[config.mk]
export PLATFORM = sky130hd
export DESIGN_NAME = burst_addr_step
export DESIGN_NICKNAME = d
export VERILOG_FILES = /design/src/rtl/bas_pkg.sv /design/src/rtl/bas_field_align.sv /design/src/rtl/bas_next.sv /design/src/rtl/bas_hold.sv /design/src/rtl/burst_addr_step.sv
export SDC_FILE = /design/constraint.sdc
export NUM_CORES = 1
export LEC_CHECK = 0
export ABC_CLOCK_PERIOD_IN_PS = 5200
export BUFFER_PORTS_ARGS = -buffer_cell sky130_fd_sc_hd__buf_2
export CORE_MARGIN = 3
export CORE_UTILIZATION = 50
export DETAILED_ROUTE_END_ITERATION = 8
export PLACE_DENSITY = 0.91
export SLEW_MARGIN = 20
export SYNTH_ARGS = -nofsm -noshare
export SYNTH_HDL_FRONTEND = slang
export SYNTH_SLANG_ARGS = --single-unit
export TNS_END_PERCENT = 10
[constraint.sdc]
create_clock -name clk -period 5.2 [get_ports clk]
set_input_delay 1.04 -clock clk [delete_from_list [all_inputs] [get_ports clk]]
set_output_delay 1.04 -clock clk [all_outputs]
set_load 0.02 [all_outputs]
[src/rtl/bas_pkg.sv]
package bas_pkg;

  // Burst kind codes; the stepping logic decodes these values.
  typedef enum logic [1:0] {
    BK_FIXED = 2'b00,
    BK_LINEAR = 2'b01,
    BK_WRAP = 2'b10,
    BK_RSVD = 2'b11
  } burst_kind_e;

endpackage

[src/rtl/bas_field_align.sv]
module bas_field_align
  import bas_pkg::*;
#(
  parameter int ADDR_W = 32,
  parameter int WRAPM_W = 8,
  parameter int LANES = 4
) (
  input  logic [WRAPM_W+ADDR_W+4:0] cmd_word,
  output burst_kind_e               kind,
  output logic [ADDR_W-1:0]         start_al,
  output logic [ADDR_W-1:0]         amask,
  output logic [ADDR_W-1:0]         wmask,
  output logic [ADDR_W-1:0]         step
);
  localparam int SZ_MAX = $clog2(LANES);

  logic [2:0]        sz_raw;
  logic [2:0]        sz;
  logic [ADDR_W-1:0] start_raw;

  always_comb begin
    sz_raw    = cmd_word[2:0];
    start_raw = cmd_word[ADDR_W+2:3];
    kind      = burst_kind_e'(cmd_word[ADDR_W+4:ADDR_W+3]);
    wmask     = ADDR_W'(cmd_word[WRAPM_W+ADDR_W+4:ADDR_W+5]);
    // Limit the size code to what the lanes can carry.
    sz        = (sz_raw > 3'(SZ_MAX)) ? 3'(SZ_MAX) : sz_raw;
    step      = ADDR_W'(1) << sz;
    amask     = ~(step - ADDR_W'(1));
    start_al  = start_raw & amask;
  end
endmodule

[src/rtl/bas_next.sv]
module bas_next
  import bas_pkg::*;
#(
  parameter int ADDR_W = 32
) (
  input  logic [ADDR_W-1:0] cur,
  input  burst_kind_e       kind,
  input  logic [ADDR_W-1:0] step,
  input  logic [ADDR_W-1:0] wmask,
  output logic [ADDR_W-1:0] nxt
);
  logic [ADDR_W-1:0] sum;

  always_comb begin
    sum = cur + step;
    unique case (kind)
      BK_FIXED: nxt = cur;
      BK_WRAP:  nxt = (cur & ~wmask) | (sum & wmask);
      default:  nxt = sum;  // linear and reserved
    endcase
  end
endmodule

[src/rtl/bas_hold.sv]
module bas_hold #(
  parameter int ADDR_W = 32
) (
  input  logic              clk,
  input  logic              rst_n,
  input  logic              go,
  input  logic              last,
  input  logic [ADDR_W-1:0] nxt,
  output logic [ADDR_W-1:0] held,
  output logic              active
);
  logic [ADDR_W-1:0] held_d;
  logic              active_d;
  logic              en;

  always_comb begin
    en       = go;
    held_d   = nxt;
    active_d = !last;
  end

  always_ff @(posedge clk or negedge rst_n) begin
    if (!rst_n) begin
      held   <= '0;
      active <= 1'b0;
    end else if (en) begin
      held   <= held_d;
      active <= active_d;
    end
  end
endmodule

[src/rtl/burst_addr_step.sv]
module burst_addr_step
  import bas_pkg::*;
#(
  parameter int ADDR_W = 32,
  parameter int WRAPM_W = 8,
  parameter int LANES = 4,
  parameter bit INCR_EN = 1'b1
) (
  input  logic                      clk,
  input  logic                      rst_n,
  input  logic [WRAPM_W+ADDR_W+4:0] cmd_word,
  input  logic                      beat_valid,
  input  logic                      beat_ready,
  input  logic                      beat_sop,
  input  logic                      beat_eop,
  output logic [ADDR_W-1:0]         addr_out,
  output logic [ADDR_W-1:0]         align_mask
);
  burst_kind_e       kind;
  logic [ADDR_W-1:0] start_al;
  logic [ADDR_W-1:0] wmask;
  logic [ADDR_W-1:0] step;

  bas_field_align #(
    .ADDR_W (ADDR_W),
    .WRAPM_W(WRAPM_W),
    .LANES  (LANES)
  ) u_fields (
    .cmd_word(cmd_word),
    .kind    (kind),
    .start_al(start_al),
    .amask   (align_mask),
    .wmask   (wmask),
    .step    (step)
  );

  generate
    if (INCR_EN) begin : g_seq
      logic [ADDR_W-1:0] held;
      logic [ADDR_W-1:0] nxt;
      logic              active;
      logic              go;

      assign go       = beat_valid && beat_ready;
      assign addr_out = (beat_sop || !active) ? start_al : held;

      bas_next #(.ADDR_W(ADDR_W)) u_next (
        .cur  (addr_out),
        .kind (kind),
        .step (step),
        .wmask(wmask),
        .nxt  (nxt)
      );

      bas_hold #(.ADDR_W(ADDR_W)) u_hold (
        .clk   (clk),
        .rst_n (rst_n),
        .go    (go),
        .last  (beat_eop),
        .nxt   (nxt),
        .held  (held),
        .active(active)
      );
    end else begin : g_comb
      assign addr_out = start_al;
    end
  endgenerate
endmodule

Word level (Yosys, flattened, before mapping) --
Index checks and enable logic that the tools add are counted.
Word-level totals: bits in registers 33, bits of input ports 51, output and inout bits 64, logic and storage cells 21
Operators by class: $add $sub $neg 2, magnitude comparators 1, equality and inequality tests 1, shift-type cells 1, multiplexer cells 3, bitwise logic cells 6, reductions and logical operators 5
Operator list (count):
- 32-bit AND | 2
- 32-bit one-hot mux with 2 select lines | 1
- 32-bit adder | 1
- 32-bit by 8-bit AND with 32-bit output | 1
- 32-bit two-way mux | 1
- 32-bit NOT | 1
- 8-bit NOT with 32-bit output | 1
- 32-bit bitwise OR | 1
- 1-bit by 3-bit << shifter with 32-bit output, first input constant | 1
- 32-bit by 1-bit subtractor with 32-bit output, second input constant | 1
- 3-bit by 2-bit > comparator with 1-bit output, second input constant | 1
- 3-bit two-way mux | 1
- 2-bit == test, second input constant | 1
- 1-bit zero test | 2
- 2-bit zero test | 1
- 1-bit logical AND | 1
- 1-bit logical OR | 1

Longest topological paths before layout --
Gate-level depths: netlist of the first run.
depth in word-level cells 11, depth in mapped cells 15, gate-level depth less buffers 13

Modules after synthesis --
A second synthesis of the first run with hierarchy kept.
Unflattened totals: cells, all modules 591, area, all modules 5250.0 um^2
Modules (own cells, without submodules):
- bas_next | times used 1, cells an instance 349, area each 2411.1 um^2, sequential area each 0.0 um^2
- bas_hold | times used 1, cells an instance 71, area each 1380.1 um^2, sequential area each 825.8 um^2
- bas_field_align | times used 1, cells an instance 133, area each 894.6 um^2, sequential area each 0.0 um^2
- burst_addr_step | times used 1, cells an instance 38, area each 564.3 um^2, sequential area each 0.0 um^2

Worst setup path after synthesis of the first run --
OpenSTA, ideal clock, no wires.
path type input to register, start input port beat_sop, end register g_seq.u_hold.held[30], setup time 149 ps, arrival 3920 ps, data required time 5051 ps, setup slack 1132 ps, cell stages on the path 15, buffers on the path 4, cells stage by stage nand2b_4 > buf_6 > buf_4 > buf_2 > buf_1 > nand3_1 > nand2_1 > ha_1 > fa_1 > nand3_1 > a211oi_1 > nor2_1 > nor4_2 > mux2i_1 > o311ai_0
On the way: word-level cells in the longest chain between the ends 6, elaborated cells on any way between the ends 7, those cells by class 1 x add/sub; 2 x mux; 3 x bitwise; 1 x reduce/logical
RTL lines:
- from (decl) | RTL line burst_addr_step.sv:14 | input logic beat_sop,
- 1-bit logical OR * | RTL line burst_addr_step.sv:45 | assign addr_out = (beat_sop || !active) ? start_al : held;
- 32-bit two-way mux * | RTL line burst_addr_step.sv:45
- net addr_out[0] | RTL line burst_addr_step.sv:16 | output logic [ADDR_W-1:0] addr_out,
- 32-bit adder * | RTL line bas_next.sv:15 | sum = cur + step;
- 32-bit by 8-bit AND with 32-bit output | RTL line bas_next.sv:18 | BK_WRAP: nxt = (cur & ~wmask) | (sum & wmask);
- 32-bit bitwise OR | RTL line bas_next.sv:18
- 32-bit one-hot mux with 2 select lines * | RTL line bas_next.sv:16 | unique case (kind)
- to (signal assigned) | RTL line bas_hold.sv:27 | held <= held_d;
- to (decl) | RTL line bas_hold.sv:9 | output logic [ADDR_W-1:0] held,
The timed path passes the listed nets; every way through them passes the cells marked *. A chain may end at the register's enable or synchronous reset.

Worst setup path in the final report of the first run --
start input port beat_sop, end register g_seq.u_hold.held[21]
On the way: word-level cells in the longest chain between the ends 6, elaborated cells on any way between the ends 7, those cells by class 1 x add/sub; 2 x mux; 3 x bitwise; 1 x reduce/logical
RTL lines (RTL line):
- 1-bit logical OR * | burst_addr_step.sv:45
- 32-bit two-way mux * | burst_addr_step.sv:45
- 32-bit adder | bas_next.sv:15
- 32-bit by 8-bit AND with 32-bit output | bas_next.sv:18
- 32-bit bitwise OR | bas_next.sv:18
- 32-bit one-hot mux with 2 select lines * | bas_next.sv:16
Mark *: on every way between the ends. The rest lies on a longest branch, timed or not.

==> run summary, run 1 <==
Yosys top cell by area -> dfrtp_1
Via density -> 5.653
CTS Buf Count -> 5
Core Rows -> 28
worst r2r path cells -> 10
EDFF count, synth -> 0
Avg Cell Area, Syn -> 7.444 µm²
final setup margin -> 0.9720 ns
WP data arrival -> 4.41 ns
final setup vio count -> 0
critical path peak fanout -> 31
# Max-Cap Violations -> 0
first-pass GRT wire length -> 13700 µm
WL final -> 8314 µm
vias in the first global route -> 3019
clk root buf -> clkbuf_8
WL per Instance -> 14.59 µm
Critical Path End -> g_seq.u_hold.held[21]$_DFFE_PN0P_
I/O pin count -> 115
Pwr Density -> 250.4 mW/mm²
Clk Latency, worst-skew pair -> 0.30 ns
met3 usage -> 4.466%
ys async rst share -> 100.0%
Worst Tran Pin Value -> 1.086 ns
met2 usage -> 39.36%
Crit Reg-Reg Startpoint -> g_seq.u_hold.active$_DFFE_PN0P_
Commonest cells post-synth -> nand2_1, dfrtp_1, buf_4
Slew Viols, Final -> 0
GR Overflow Total -> 0
Leak -> 1.805 nW
r2r setup slk -> 1.44 ns
starting density of the core -> 51.94%
Final Critical Period -> 4.228 ns
Post-Place Worst Slack -> 0.7857 ns
nets -> 555
Fmax achieved -> 0.2365 GHz
Sink Count -> 33
maximum vdd drop -> 0.1139 mV
r2r endpoint -> g_seq.u_hold.held[21]$_DFFE_PN0P_
CP Capture Type -> flip-flop
routability cong. -> 0.8532
Post-CTS Resized -> 0
sequential area share after synthesis -> 26.54%
Crit Path Class -> primary input to flip-flop
Clock Path Buffers -> 2
final antenna-violating net count -> 0
Crit. Startpoint -> beat_sop
synth warn -> 0
CTS tree -> done
die height -> 84.89 µm
top_reg_cell synth -> dfrtp_1
Initial DRC Count -> 290
routing usage on met1 -> 28.67%
CTS Hold Bufs -> 0
data required time of the worst path -> 5.39 ns
core area -> 0.005991 mm²
layer with the highest usage -> met2
Synth Instances -> 418
Layout area overhead -> 13.83%
DRC violations left -> 0
CP startpoint kind -> primary input
top-count cell post-synth -> nand2_1
most area-consuming cells after synthesis -> dfrtp_1, nand2_1, buf_4
layout cells sized above 1 -> 22.02%
Distinct cells, synth -> 53
# diodes -> 0
cell area after synthesis -> 0.003112 mm²
fin crit share -> 81.31%
largest net degree at the start of global routing -> 69
die area -> 0.007206 mm²
Setup Buffers After CTS -> 0
Tot GR Track Use -> 23.17%
Synth Register Bits -> 33
Rel. slew slack -> 27.62%
CTS HTree Levels -> 2
final hold vios -> 0
DPL Wire Length -> 6152 µm
Sum Neg Setup Slack -> 0 ns
initial antenna violation count -> 0
vias after detailed routing -> 3222
outcome -> finished clean
PortBufs -> 84
Layout Skew -> 0.007012 ns
die width -> 84.89 µm
Clock Pin Slew Worst Setup and Hold Paths -> 0.07 ns
post-synth top area share -> 26.54%
detailed-router iteration count before antenna repair -> 5
RSZ-0062 raised after global routing -> no
worst hold path type -> flip-flop to flip-flop
Fin Hold WS -> 0.4816 ns
Hold Crit Start -> g_seq.u_hold.held[4]$_DFFE_PN0P_
-- metrics by stage --
step                      area, µm²  instances  total power, mW  utilization [%]
final                          3542        570           0.8868            59.13
after global routing           3542        570           0.9417            59.13
after CTS                      3537        570           0.8834            59.04
after detailed placement       3455        562           0.6880            57.67
after global placement         3455        562           0.6760            57.67
after floorplan                3228        449           0.6051                -
-- cell families after synthesis --
family / Yosys count / share of synthesized area [%]
and+or+nand+nor: 198 / 28.35
AOI/OAI and AO/OA: 78 / 16.04
buffers and inverters: 52 / 10.05
DFF: 33 / 26.54
muxes: 26 / 9.167
xor gates and xnor gates: 19 / 5.348
adders and majority gates: 10 / 4.262
other: 2 / 0.2413
-- critical path: stages --
cell and delay [ns]:
buf_2 0.11, and2b_1 0.91, nand2_1 0.13, nand2_1 0.15, ha_1 0.22, a21oi_1 0.12
o21bai_1 0.17, o2111ai_1 0.40, a2111oi_0 0.77, nor2_1 0.11, a221o_1 0.28
-- where the power goes --
group	total (mW)	switching (mW)	internal (mW)
Combinational	0.354	0.227	0.127
Sequential	0.338	0.0363	0.301
Clock	0.195	0.102	0.0928
Total	0.887	0.366	0.521
-- flip-flops by register name, summed over array words and instances (netlist names) --
register             count
g_seq.u_hold.held       32
g_seq.u_hold.active      1
-- cell usage in the layout, fill, tap and decap left out, drive strengths merged, types with 3 or more instances in the layout --
| cell | n |
|---|---|
| nand4 | 3 |
| mux2i | 19 |
| nand3 | 14 |
| and2 | 5 |
| nor3 | 6 |
| o31ai | 6 |
| dfrtp | 33 |
| nor4 | 4 |
| ha | 9 |
| and3 | 9 |
| o211ai | 3 |
| xor2 | 6 |
| a31oi | 5 |
| a21oi | 18 |
| xnor2 | 13 |
| mux2 | 7 |
| clkbuf | 6 |
| o21ai | 27 |
| inv | 6 |
| a211oi | 3 |
| nand2 | 129 |
| nor2 | 18 |
| buf | 84 |
| conb | 33 |
-- layout make-up --
class	count	area, µm²
clock inverters	2	10.01
clock buffers	6	72.57
multi-input cells	364	2097
inverters	6	22.52
flip-flops and latches	33	825.8
fillers	538	2449
well taps	75	93.84
repair buffers	84	420.4
-- per-layer routing --
layer,up-vias,wire length [µm]
met1,1510,3416
li1,1539,-
met5,-,0
met3,21,627
met2,152,4037
met4,0,233
-- worst min path at each step --
stage	cells past startpoint	slack, ns	endpoint
6_report	2	0.48	g_seq.u_hold.held[4]$_DFFE_PN0P_
5_1_grt	2	0.53	g_seq.u_hold.held[5]$_DFFE_PN0P_
4_1_cts	2	0.49	g_seq.u_hold.held[4]$_DFFE_PN0P_
3_5_place_dp	2	0.47	g_seq.u_hold.held[4]$_DFFE_PN0P_
3_3_place_gp	2	0.46	g_seq.u_hold.held[4]$_DFFE_PN0P_
2_1_floorplan	2	0.45	g_seq.u_hold.held[14]$_DFFE_PN0P_
(Power assumes the default switching activity.)
==> run 2: changes to the inputs <==
--- a/config.mk
+++ b/config.mk
@@ -5,12 +5,13 @@
 export SDC_FILE = /design/constraint.sdc
 export NUM_CORES = 1
 export LEC_CHECK = 0
-export ABC_CLOCK_PERIOD_IN_PS = 5200
+export ABC_AREA = 1
+export ABC_CLOCK_PERIOD_IN_PS = 3600
 export BUFFER_PORTS_ARGS = -buffer_cell sky130_fd_sc_hd__buf_2
 export CORE_MARGIN = 3
-export CORE_UTILIZATION = 50
+export CORE_UTILIZATION = 46
 export DETAILED_ROUTE_END_ITERATION = 8
-export PLACE_DENSITY = 0.91
+export PLACE_DENSITY = 0.88
 export SLEW_MARGIN = 20
 export SYNTH_ARGS = -nofsm -noshare
 export SYNTH_HDL_FRONTEND = slang
==> constraint.sdc (replaced) <==
create_clock -name clk -period 3.6 [get_ports clk]
set_input_delay 0.72 -clock clk [delete_from_list [all_inputs] [get_ports clk]]
set_output_delay 0.72 -clock clk [all_outputs]
set_load 0.02 [all_outputs]
==> run 2 against run 1 <==
First-iteration DRC count up 22%. Synthesized area grew 4.9%. Sequential cell count unchanged. Cell area grew 5.7%. Register-to-register slack got worse by 0.61 ns. Die area grew 13%. Critical path depth increased by 7. Critical endpoint is now g_seq.u_hold.held[14]$_DFFE_PN0P_.
==> run summary, run 2 <==
outcome -> finished clean
final setup margin -> 0.6371 ns
Distinct cells, synth -> 35
core area -> 0.006832 mm²
critical path peak fanout -> 5
Hold Crit Endpoint -> g_seq.u_hold.held[26]$_DFFE_PN0P_
nets -> 672
PortBufs -> 84
Int Power -> 743.1 µW
WP buf/inv -> 2
switching pwr -> 563.6 µW
data required time of the worst path -> 3.83 ns
sequential area share after synthesis -> 25.29%
final hold vios -> 0
Clock Path Buffers -> 2
met2 usage -> 38.15%
DPL Wire Length -> 7168 µm
die area -> 0.008146 mm²
Post-DP Area -> 0.003659 mm²
DRC violations left -> 0
CP startpoint kind -> primary input
Rel. slew slack -> 31.65%
CTS HTree Levels -> 2
Synth Instances -> 528
Critical Path Max Stage Delay -> 0.28 ns
die height -> 90.26 µm
EDFF count, synth -> 0
final antenna-violating net count -> 0
detailed-router iteration count before antenna repair -> 8
Slew Viols, Final -> 0
post-synth top area share -> 25.29%
cell area after synthesis -> 0.003266 mm²
routing usage on met1 -> 29.72%
worst path cell trace -> buf_2 > nor2_1 > inv_1 > nor2_1 > nand3_1 > o21ai_0 > ha_1 > fa_1 > nand3_1 > nand2_1 > nand2_1 > nand2_1 > nand2_1 > nand2_2 > nand2_1 > o21bai_1 > nand3_1 > nand2_1
Commonest cells post-synth -> nand2_1, nand3_1, inv_1
final setup vio count -> 0
maximum vdd drop -> 0.1560 mV
Final Critical Period -> 2.963 ns
Comb power frac -> 42.7%
synth warn -> 0
vias in the first global route -> 3405
largest net degree at the start of global routing -> 36
Post-CTS Resized -> 0
RSZ-0062 raised after global routing -> no
WL per Instance -> 13.26 µm
most frequent cells in the layout -> nand2_1, buf_2, nand3_1, inv_1, nor2_1
vias after detailed routing -> 3637
Avg Cell Area, Syn -> 6.185 µm²
Yosys top cell by area -> dfrtp_1
initial antenna violation count -> 0
biggest regs -> g_seq.u_hold.held: 32 flops, g_seq.u_hold.active: 1 flops
max FFs per register -> 32
most used cell along the critical path -> nand2_1
Largest Register -> g_seq.u_hold.held
Worst Tran Pin Value -> 1.024 ns
WL final -> 9391 µm
Synth Register Bits -> 33
# diodes -> 0
worst r2r path cells -> 19
Initial DRC Count -> 353
Fmax achieved -> 0.3375 GHz
CTS tree -> done
commonest non-fill, non-tap cell in the layout -> nand2_1
layer with the highest usage -> met2
CP max stage cell -> ha_1
r2r setup slk -> 0.83 ns
Post-Place Worst Slack -> 0.4222 ns
clock network power share -> 21.8%
Crit Reg-Reg Startpoint -> g_seq.u_hold.active$_DFFE_PN0P_
sequential share of power -> 35.4%
Tot GR Track Use -> 23.31%
Sink Count -> 33
I/O pin count -> 115
Hold Crit Start -> g_seq.u_hold.held[26]$_DFFE_PN0P_
GR Overflow Total -> 0
Layout Skew -> 0.008637 ns
Sum Neg Setup Slack -> 0 ns
Core Rows -> 30
die width -> 90.26 µm
Final Instance Area -> 0.003745 mm²
r2r endpoint -> g_seq.u_hold.held[29]$_DFFE_PN0P_
layout cells sized above 1 -> 21.57%
WP data arrival -> 3.19 ns
first-pass GRT wire length -> 15740 µm
# Max-Cap Violations -> 0
ys async rst share -> 100.0%
Pwr Density -> 348.9 mW/mm²
routability cong. -> 0.9610
starting density of the core -> 47.80%
fin crit share -> 82.30%
top_reg_cell synth -> dfrtp_1
Crit path max-delay family -> simple AND/OR/NAND/NOR gates
CP Capture Type -> flip-flop
Fin Hold WS -> 0.4834 ns
CTS Hold Bufs -> 0
Setup Buffers After CTS -> 0
Via density -> 5.137
Sw Share -> 43.13%
worst hold path type -> flip-flop to flip-flop
most area-consuming cells after synthesis -> dfrtp_1, nand2_1, nand3_1
clk root buf -> clkbuf_8
Min-Delay Path Depth -> 2
fill cell count -> 685
CTS Buf Count -> 5
top-count cell post-synth -> nand2_1
Layout area overhead -> 14.67%
met3 usage -> 5.167%
Crit Path Class -> primary input to flip-flop
Clock Pin Slew Worst Setup and Hold Paths -> 0.07 ns
Clk Latency, worst-skew pair -> 0.29 ns
Leak -> 2.090 nW
==> run 2: worst max-delay path by stage <==
stage                 from                           endpoint  depth (start not counted)
6_report       cmd_word[2]  g_seq.u_hold.held[14]$_DFFE_PN0P_                         18
5_1_grt        cmd_word[2]  g_seq.u_hold.held[14]$_DFFE_PN0P_                         18
4_1_cts        cmd_word[2]  g_seq.u_hold.held[24]$_DFFE_PN0P_                         17
3_5_place_dp   cmd_word[2]  g_seq.u_hold.held[24]$_DFFE_PN0P_                         17
3_3_place_gp      beat_sop  g_seq.u_hold.held[29]$_DFFE_PN0P_                         19
2_1_floorplan  cmd_word[2]  g_seq.u_hold.held[24]$_DFFE_PN0P_                         16
==> run 2: cells by family (layout without fill, tap and decap cells) <==
family          count (synthesis)  after routing  share of synthesized area [%]
fa+ha+maj                      10             10                          4.061
simple gates                  324            324                          43.76
mux                             1              1                         0.3065
compound gates                 50             50                          8.736
buf+inv                       102            155                          16.02
other cells                     2             33                         0.2300
xor+xnor                        6              6                          1.609
flops                          33             33                          25.29
==> run 2: through the flow <==
step           cells  util, %  total power [mW]
6_report         708    54.82             1.307
5_1_grt          708    54.82             1.393
4_1_cts          708    54.82             1.300
3_5_place_dp     700    53.55             1.016
3_3_place_gp     700    53.55            0.9991
2_1_floorplan    559        -            0.8861
==> run 2: routing by layer <==
layer	wire length, µm	vias to the layer above
met3	939	22
met5	0	-
met2	4401	189
li1	-	1801
met4	208	0
met1	3841	1625
==> run 2: layout make-up <==
type                    instances  area, µm²  share of cell area, %
clock buffers                   5      68.82                  1.838
well taps                      96      120.1                  3.207
repair buffers                 90      465.4                  12.43
multi-input cells             424       2033                  54.29
flip-flops and latches         33      825.8                  22.05
clock inverters                 3      17.52                 0.4678
inverters                      57      214.0                  5.713
==> run 2: worst min-delay path: stages (launching register included) <==
cell	delay, ns
dfrtp_1	0.34
nand2_1	0.05
nand2_1	0.05
==> run 2: power by group through the flow <==
stage	combinational, mW	clock, mW	sequential (mW)
6_report	0.558	0.285	0.463
5_1_grt	0.623	0.302	0.469
4_1_cts	0.549	0.289	0.462
3_5_place_dp	0.547	0	0.469
3_3_place_gp	0.533	0	0.466
2_1_floorplan	0.425	0	0.461
==> run 3: changes to the inputs <==
--- a/config.mk
+++ b/config.mk
@@ -5,8 +5,8 @@
 export SDC_FILE = /design/constraint.sdc
 export NUM_CORES = 1
 export LEC_CHECK = 0
-export ABC_AREA = 1
-export ABC_CLOCK_PERIOD_IN_PS = 3600
+export ABC_AREA = 0
+export ABC_CLOCK_PERIOD_IN_PS = 2700
 export BUFFER_PORTS_ARGS = -buffer_cell sky130_fd_sc_hd__buf_2
 export CORE_MARGIN = 3
 export CORE_UTILIZATION = 46
==> constraint.sdc (replaced) <==
create_clock -name clk -period 2.7 [get_ports clk]
set_input_delay 0.54 -clock clk [delete_from_list [all_inputs] [get_ports clk]]
set_output_delay 0.54 -clock clk [all_outputs]
set_load 0.02 [all_outputs]
==> run 3 against run 2 <==
Setup slack got worse by 0.51 ns. First-iteration DRC count fell by 20%. Die area fell by 4.4%. Global-route usage rose by 0.31 points. Sequential power rose by 40%. Final cell count fell by 12%. Sequential share of layout area fell by 2.0 points.
==> run summary, run 3 (same netlist as run 1, synthesis figures left out) <==
outcome -> finished clean
Clock Path Buffers -> 2
Tot GR Track Use -> 23.62%
Comb power frac -> 41.6%
Layout Skew -> 0.009999 ns
WP data arrival -> 2.76 ns
CP startpoint kind -> flip-flop
commonest non-fill, non-tap cell in the layout -> nand2_1
Crit Reg-Reg Startpoint -> g_seq.u_hold.active$_DFFE_PN0P_
max FFs per register -> 32
routing usage on met1 -> 30.56%
Fmax achieved -> 0.3887 GHz
CTS HTree Levels -> 2
CP Capture Type -> flip-flop
CP max stage cell -> dfrtp_2
clk root buf -> clkbuf_8
die width -> 88.25 µm
RSZ-0062 raised after global routing -> yes
Worst Tran Pin Value -> 0.9139 ns
Final Instance Area -> 0.004124 mm²
Core Rows -> 29
GR Overflow Total -> 0
switching pwr -> 749.4 µW
WL per Instance -> 14.48 µm
critical path peak fanout -> 8
DPL Wire Length -> 7128 µm
layout cells sized above 1 -> 33.52%
Int Power -> 1.208 mW
biggest regs -> g_seq.u_hold.held: 32 flops, g_seq.u_hold.active: 1 flops
# Max-Cap Violations -> 0
fin crit share -> 95.29%
worst path cell trace -> and2b_2 > nand2_1 > nand2_4 > ha_1 > a21oi_2 > nor2_2 > o2111ai_4 > a21oi_2 > a31o_2 > a31o_2
vias in the first global route -> 3274
Rel. slew slack -> 39.07%
final hold vios -> 0
Pwr Density -> 474.7 mW/mm²
layer with the highest usage -> met2
Leak -> 2.050 nW
worst hold path type -> primary input to asynchronous set/reset pin
Post-Place Worst Slack -> -0.2210 ns
Clk Latency, worst-skew pair -> 0.29 ns
die area -> 0.007787 mm²
first-pass GRT wire length -> 14780 µm
# diodes -> 0
I/O pin count -> 115
Post-DP Area -> 0.003978 mm²
Crit. Startpoint -> g_seq.u_hold.active$_DFFE_PN0P_
met3 usage -> 3.911%
Largest Register -> g_seq.u_hold.held
largest net degree at the start of global routing -> 34
final setup margin -> 0.1271 ns
maximum vdd drop -> 0.2717 mV
Slew Viols, Final -> 0
Sw Share -> 38.28%
data required time of the worst path -> 2.89 ns
clock network power share -> 25.2%
core area -> 0.006459 mm²
starting density of the core -> 48.18%
Final Critical Period -> 2.573 ns
final antenna-violating net count -> 0
Crit Path Class -> flip-flop to flip-flop
detailed-router iteration count before antenna repair -> 4
nets -> 603
Initial DRC Count -> 284
die height -> 88.25 µm
Via density -> 5.373
DRC violations left -> 0
Layout area overhead -> 32.53%
CTS tree -> done
Clock Pin Slew Worst Setup and Hold Paths -> 0.08 ns
WL final -> 8980 µm
CTS Hold Bufs -> 0
sequential share of power -> 33.2%
most frequent cells in the layout -> nand2_1, buf_2, buf_4, conb_1, dfrtp_1
PortBufs -> 84
initial antenna violation count -> 0
CTS Buf Count -> 5
final setup vio count -> 0
vias after detailed routing -> 3331
met2 usage -> 40.52%
Critical Path Max Stage Delay -> 0.44 ns
Sink Count -> 33
routability cong. -> 0.9751
==> run 3: final cells by class <==
class	instances	area, µm²
fill	537	2335
inverter	6	22.52
tap	77	96.34
sequential	33	827.0
timing repair buffer	132	780.7
multi-input combinational	364	2281
clock buffer	7	86.33
clock inverter	1	30.03
==> run 3: metrics by stage <==
stage / util [%] / hold slack, ns / TNS (ns) / instances / power [mW]
floorplan: - / 0.2444 / -4.067 / 449 / 1.213
global placement: 61.58 / 0.4564 / -0.7991 / 610 / 1.424
detailed placement: 61.58 / 0.4749 / -2.161 / 610 / 1.452
CTS: 63.39 / 0.3446 / 0 / 618 / 1.947
global route: 63.85 / 0.3832 / -0.02902 / 620 / 2.076
finish: 63.85 / 0.3281 / 0 / 620 / 1.958
==> run 3: worst paths after layout <==
kind	to	slack [ns]	cells past startpoint
max	g_seq.u_hold.held[23]$_DFFE_PN0P_	0.13	10
min	g_seq.u_hold.held[21]$_DFFE_PN0P_	0.33	1
max reg2reg	g_seq.u_hold.held[23]$_DFFE_PN0P_	0.13	10
min reg2reg	g_seq.u_hold.held[14]$_DFFE_PN0P_	0.48	2
max in group asynchronous	g_seq.u_hold.active$_DFFE_PN0P_	1.83	1
min in group clk	g_seq.u_hold.active$_DFFE_PN0P_	0.44	2
==> run 3: worst max-delay path: cells and delay by family (launching register included) <==
family | cells | cell delay, ns
AOI/OAI and AO/OA | 5 | 1.19
adders and majority gates | 1 | 0.30
DFF | 1 | 0.44
and+or+nand+nor | 4 | 0.53
==> run 3: power by group through the flow <==
stage / Sequential, mW / Combinational (mW) / Clock (mW)
final: 0.649 / 0.815 / 0.494
after global routing: 0.661 / 0.895 / 0.520
after CTS: 0.647 / 0.802 / 0.498
after detailed placement: 0.656 / 0.796 / 0
after global placement: 0.650 / 0.773 / 0
after floorplan: 0.637 / 0.577 / 0
==> run 3: routing by layer <==
layer / vias up / wire, µm
met1: 1495 / 3633
met3: 27 / 864
met5: - / 0
met4: 0 / 225
li1: 1636 / -
met2: 173 / 4257
==> run 3: timing repair <==
item / 4_1_cts / 5_1_grt
resized for setup: 0 / 4
setup endpoints to repair: 0 / 19
buffers inserted: 0 / 2
